## src/rtl/supmon_pkg.sv

```systemverilog
package supmon_pkg;
  localparam int REG_W    = 16;
  localparam int THR_W    = 4;
  localparam int B_EN     = 0;
  localparam int B_RDY    = 1;
  localparam int B_IE     = 2;
  localparam int B_FLAG   = 3;
  localparam int B_STOPEN = 4;
  localparam int B_THR_LO = 8;
  localparam int B_THR_HI = B_THR_LO + THR_W - 1;

  typedef struct packed {
    logic [THR_W-1:0] thr;
    logic             stopen;
    logic             flag;
    logic             ie;
    logic             en;
  } supmon_ctl_t;
endpackage

```

## src/rtl/supmon_sync.sv

```systemverilog
module supmon_sync #(
  parameter int STAGES = 2
) (
  input  logic clk,
  input  logic rst,
  input  logic din,
  output logic dout
);
  logic [STAGES-1:0] chain;

  generate
    for (genvar g = 0; g < STAGES; g++) begin : g_stage
      if (g == 0) begin : g_first
        always_ff @(posedge clk) begin
          if (rst) chain[g] <= 1'b0;
          else     chain[g] <= din;
        end
      end else begin : g_next
        always_ff @(posedge clk) begin
          if (rst) chain[g] <= 1'b0;
          else     chain[g] <= chain[g-1];
        end
      end
    end
  endgenerate

  assign dout = chain[STAGES-1];
endmodule

```

## src/rtl/supmon_pwrup.sv

```systemverilog
module supmon_pwrup #(
  parameter int CYCLES = 50
) (
  input  logic clk,
  input  logic rst,
  input  logic run,
  output logic ready
);
  localparam int CNT_W = $clog2(CYCLES + 1);
  localparam logic [CNT_W-1:0] LAST = CNT_W'(CYCLES - 1);

  logic [CNT_W-1:0] cnt_q;
  logic             rdy_q;

  always_ff @(posedge clk) begin
    if (rst || !run) begin
      cnt_q <= '0;
      rdy_q <= 1'b0;
    end else if (!rdy_q) begin
      if (cnt_q == LAST) rdy_q <= 1'b1;
      else               cnt_q <= cnt_q + 1'b1;
    end
  end

  assign ready = rdy_q & run;

  // Ready can only appear after the comparator was powered in the prior cycle
  assert_rdy_after_run_R5: assert property (@(posedge clk) disable iff (rst)
    $rose(rdy_q) |-> $past(run));
  // Loss of power clears the internal ready state on the next edge
  assert_rdy_cleared_R10: assert property (@(posedge clk) disable iff (rst)
    !run |=> !rdy_q);
  assert_cnt_bound_R5: assert property (@(posedge clk) disable iff (rst)
    cnt_q <= LAST);
endmodule

```

## src/rtl/supmon_regfile.sv

```systemverilog
module supmon_regfile
  import supmon_pkg::*;
(
  input  logic             clk,
  input  logic             rst,
  input  logic             wr,
  input  logic [REG_W-1:0] wdata,
  input  logic             below_s,
  input  logic             ready,
  output supmon_ctl_t      ctl,
  output logic [REG_W-1:0] rdata
);
  supmon_ctl_t ctl_q;
  logic        hw_set;

  assign hw_set = below_s & ready;

  always_ff @(posedge clk) begin
    if (rst) begin
      ctl_q <= '0;
    end else begin
      if (wr) begin
        ctl_q.en     <= wdata[B_EN];
        ctl_q.ie     <= wdata[B_IE];
        ctl_q.stopen <= wdata[B_STOPEN];
        if (!ctl_q.en) ctl_q.thr <= wdata[B_THR_HI:B_THR_LO];
      end
      if (hw_set)  ctl_q.flag <= 1'b1;
      else if (wr) ctl_q.flag <= wdata[B_FLAG];
    end
  end

  assign ctl = ctl_q;

  always_comb begin
    rdata                    = '0;
    rdata[B_EN]              = ctl_q.en;
    rdata[B_RDY]             = ready;
    rdata[B_IE]              = ctl_q.ie;
    rdata[B_FLAG]            = ctl_q.flag;
    rdata[B_STOPEN]          = ctl_q.stopen;
    rdata[B_THR_HI:B_THR_LO] = ctl_q.thr;
  end

  assert_thr_locked_R3: assert property (@(posedge clk) disable iff (rst)
    (wr && ctl_q.en) |=> $stable(ctl_q.thr));
  assert_hw_set_wins_R8: assert property (@(posedge clk) disable iff (rst)
    hw_set |=> ctl_q.flag);
  assert_flag_source_R7: assert property (@(posedge clk) disable iff (rst)
    $rose(ctl_q.flag) |-> $past(hw_set || (wr && wdata[B_FLAG])));
  assert_flag_sticky_R7: assert property (@(posedge clk) disable iff (rst)
    $fell(ctl_q.flag) |-> $past(wr && !wdata[B_FLAG]));
endmodule

```

## src/rtl/supmon_ctrl.sv

```systemverilog
module supmon_ctrl
  import supmon_pkg::*;
#(
  parameter int PWRUP_CYCLES = 50,
  parameter int SYNC_STAGES  = 2
) (
  input  logic             clk,
  input  logic             rst,
  input  logic             bus_wr,
  input  logic [REG_W-1:0] bus_wdata,
  output logic [REG_W-1:0] bus_rdata,
  input  logic             stop_mode,
  input  logic             below_raw,
  output logic [THR_W-1:0] thr_code,
  output logic             cmp_en,
  output logic             irq
);
  supmon_ctl_t ctl;
  logic        below_s;
  logic        ready;

  supmon_sync #(.STAGES(SYNC_STAGES)) i_sync (
    .clk  (clk),
    .rst  (rst),
    .din  (below_raw),
    .dout (below_s)
  );

  supmon_pwrup #(.CYCLES(PWRUP_CYCLES)) i_pwrup (
    .clk   (clk),
    .rst   (rst),
    .run   (cmp_en),
    .ready (ready)
  );

  supmon_regfile i_regs (
    .clk     (clk),
    .rst     (rst),
    .wr      (bus_wr),
    .wdata   (bus_wdata),
    .below_s (below_s),
    .ready   (ready),
    .ctl     (ctl),
    .rdata   (bus_rdata)
  );

  assign cmp_en   = ctl.en & ~(stop_mode & ~ctl.stopen);
  assign irq      = ctl.flag & ctl.ie;
  assign thr_code = ctl.thr;

  assert_irq_needs_ie_R9: assert property (@(posedge clk) disable iff (rst)
    irq |-> bus_rdata[B_IE] && bus_rdata[B_FLAG]);
  assert_ready_needs_cmp_R5: assert property (@(posedge clk) disable iff (rst)
    bus_rdata[B_RDY] |-> cmp_en);
  assert_reserved_zero_R1: assert property (@(posedge clk) disable iff (rst)
    bus_rdata[15:12] == 4'd0 && bus_rdata[7:5] == 3'd0);
endmodule

```

## config.mk

```make
export PLATFORM = sky130hd
export DESIGN_NAME = supmon_ctrl
export DESIGN_NICKNAME = d
export VERILOG_FILES = /design/src/rtl/supmon_pkg.sv /design/src/rtl/supmon_sync.sv /design/src/rtl/supmon_pwrup.sv /design/src/rtl/supmon_regfile.sv /design/src/rtl/supmon_ctrl.sv
export SDC_FILE = /design/constraint.sdc
export NUM_CORES = 1
export LEC_CHECK = 0
export ABC_CLOCK_PERIOD_IN_PS = 1800
export CAP_MARGIN = 20
export CORE_MARGIN = 5
export CORE_UTILIZATION = 59
export CTS_CLUSTER_DIAMETER = 50
export DETAILED_ROUTE_END_ITERATION = 10
export DONT_BUFFER_PORTS = 1
export GPL_TIMING_DRIVEN = 0
export PLACE_DENSITY = 0.75
export SLEW_MARGIN = 10
export SYNTH_ARGS = -nofsm -noshare
export SYNTH_HDL_FRONTEND = slang
export SYNTH_SLANG_ARGS = --single-unit
```

## constraint.sdc

```tcl
create_clock -name clk -period 1.8 [get_ports clk]
set_input_delay 0.18 -clock clk [delete_from_list [all_inputs] [get_ports clk]]
set_output_delay 0.18 -clock clk [all_outputs]
set_load 0.005 [all_outputs]
```

==> metrics.yaml <==
run_status:
  status: "finished, final reports clean"
layout:
  area_growth_pct: 9.53
  final_nets: 121
  antenna_cells: 0
  drive_gt1_frac: 0.206
critical_path:
  start_kind: "register"
  critPathArrivalTime_ns: 1.61
  worst-setup-path-type: "register to register"
  crit_path_end_kind: "register"
  cp_max_fo: 4
  worstPathRequired_ns: 2.02
sta:
  post-route-min-period_ns: 1.39
  final.period_utilization: 0.775
  setup_viol: 0
  worst_slack_ns: 0.406
  fmax_ghz: 0.717
  fin_skew_ns: 0.00435
  hold_violations: 0
  drv_slew: 0
  grt_setup_unrepaired: "no"
  holdWs_ns: 0.0397
  setup-tns-final_ns: 0
global_route:
  grt_pass1_vias: 539
  gr-total-overflow: 0
  grt_util_all_layers: 0.143
  antenna_found_initial: 0
  grt_max_degree: 11
  grt_use_met2: 0.225
  gr-usage-met1: 0.165
  grt_pass1_wl_um: 2190
  busiest_layer: "met2"
  use_met3: 0.0564
floorplanning:
  io_pins: 43
  core_um2: 1320
  fp.dieH_um: 47.4
  num_rows: 13
  dieArea_um2: 2250
  initial_utilization: 0.628
  die_w_um: 47.4
clock_tree:
  numCtsBuffers: 3
  cts_tree: "done"
  cts_setup_buffers: 0
  cts.htree.levels: 1
  post_cts_resized: 0
  clkSlewWorstSetupHoldPaths_ns: 0.10
  holdBufCountCts: 0
  cts-root-buf: "clkbuf_4"
  cts.sink_count: 17
  clkLatencyLatePin_ns: 0.29
  cts_buffer_depth: 2
logic_synthesis:
  syn_area_per_cell_um2: 9.62
  ys_warn_count: 0
  synth.area.top_cells: "dfxtp_1, mux2i_1, buf_4"
  synth_top_area_cell: "dfxtp_1"
  synth_top_area_frac: 0.411
  synth_cells: 86
  synth.distinct_cells: 27
  ys_ff_latch: 17
  syn_area_um2: 827
  yosysSeqAreaShare: 0.411
routing:
  wl_per_cell_um: 12.7
  first_pass_iters: 4
  vias: 567
  antenna_left: 0
  drc: 0
  viasPerCell: 5.06
  wl_um: 1420
  drtIter0Drc: 4
power_and_ir_drop:
  p_leak_nw: 0.438
  p_per_area_nw_per_um2: 740
  ir_worst_vdd_mv: 0.575
min_path:
  hold_path.class: "primary input to register"
place:
  place_worst_setup_slack_ns: 0.420
  placement.io_buffers: 0
  gp_congestion: 0.767
  hpwl_um: 1140
job:
  max-cap-violations: 0
## layout make-up
cell class / instances / area, µm²
repair buffers: 1 / 10.0
clock inverters: 1 / 5.00
flip-flops and latches: 17 / 340
inverters: 1 / 3.75
well taps: 15 / 18.8
plain buffers: 15 / 104
multi-input cells: 59 / 402
clock buffers: 3 / 22.5
fillers: 116 / 412
## layer usage
metal  vias up  wire, µm
li1        296         -
met1       251       620
met2        20       684
met3         0       117
met4         0         0
met5         -         0
## cells in the final DEF, fill, tap and decap left out, types with 2 or more instances in the layout
master    instances
nand2_1           3
buf_2             2
and2_1            2
o21ai_0           2
conb_1            7
nand2b_1          3
ha_1              2
mux2i_1           9
dfxtp_1          17
a21oi_1           6
nor2_1            9
buf_4            12
nor2b_1           3
or3_1             2
clkbuf_4          3
## worst max-delay path, cell delays in order, from the launching register on
cell and delay [ns]:
dfxtp_1 0.41, inv_1 0.08, ha_1 0.19, and4bb_4 0.22
a21oi_1 0.22, mux2i_1 0.21
## final timing paths
| kind | from | endpoint | slack, ns | cells after the start |
|---|---|---|---|---|
| worst min-delay path | bus_wdata[9] | i_regs.ctl[5] | 0.04 | 2 |
| worst min register to register | i_sync.chain[0] | i_sync.dout | 0.46 | 1 |
| worst max-delay path | i_pwrup.cnt_q[1] | i_pwrup.cnt_q[0] | 0.41 | 5 |
| worst max register to register | i_pwrup.cnt_q[1] | i_pwrup.cnt_q[0] | 0.41 | 5 |
## power breakdown
group | leakage (nW) | switching [W] | internal (W)
logic | 0.282 | 0.0000282 | 0.0000369
clock network | 0.0177 | 0.000119 | 0.0000826
registers | 0.139 | 0.0000139 | 0.000390
total | 0.438 | 0.000161 | 0.000509
## cell families (layout without fill, tap and decap cells)
logic type	count (synthesis)	in the layout	synth area share
simple gates	29	29	0.227
flops	17	17	0.412
buf+inv	16	21	0.130
compound gates	11	11	0.0772
mux	9	9	0.109
fa+ha+maj	2	2	0.0303
other cells	1	7	0.00453
xor+xnor	1	1	0.0106
## state kept, by name (all words and copies together), names as in the netlist
| name | count |
|---|---|
| i_pwrup.rdy_q | 1 |
| i_sync.dout | 1 |
| i_sync.chain | 1 |
| i_regs.ctl | 8 |
| i_pwrup.cnt_q | 6 |
## synthesized netlist by cell type (all sizes together)
library cell	n
clkbuf	1
and3	1
a21oi	6
mux2i	9
ha	2
nand2b	3
and4bb	1
a211oi	1
o21ai	2
inv	1
conb	1
nor2	9
a211o	1
buf	14
xor2	1
nand4b	2
nor2b	3
or3	2
nand4bb	1
and2	2
nand2	3
dfxtp	17
nand4	1
nand3b	1
a21o	1
## per-stage QoR
step / cell area, µm² / total power (W) / util / cells
floorplan: 850 / 0.000466 / - / 92
CTS: 896 / 0.000677 / 0.680 / 111
finish: 906 / 0.000671 / 0.688 / 112
global route: 906 / 0.000711 / 0.688 / 112
detailed placement: 868 / 0.000476 / 0.659 / 107
global placement: 868 / 0.000474 / 0.659 / 107
(Power assumes the default switching activity.)
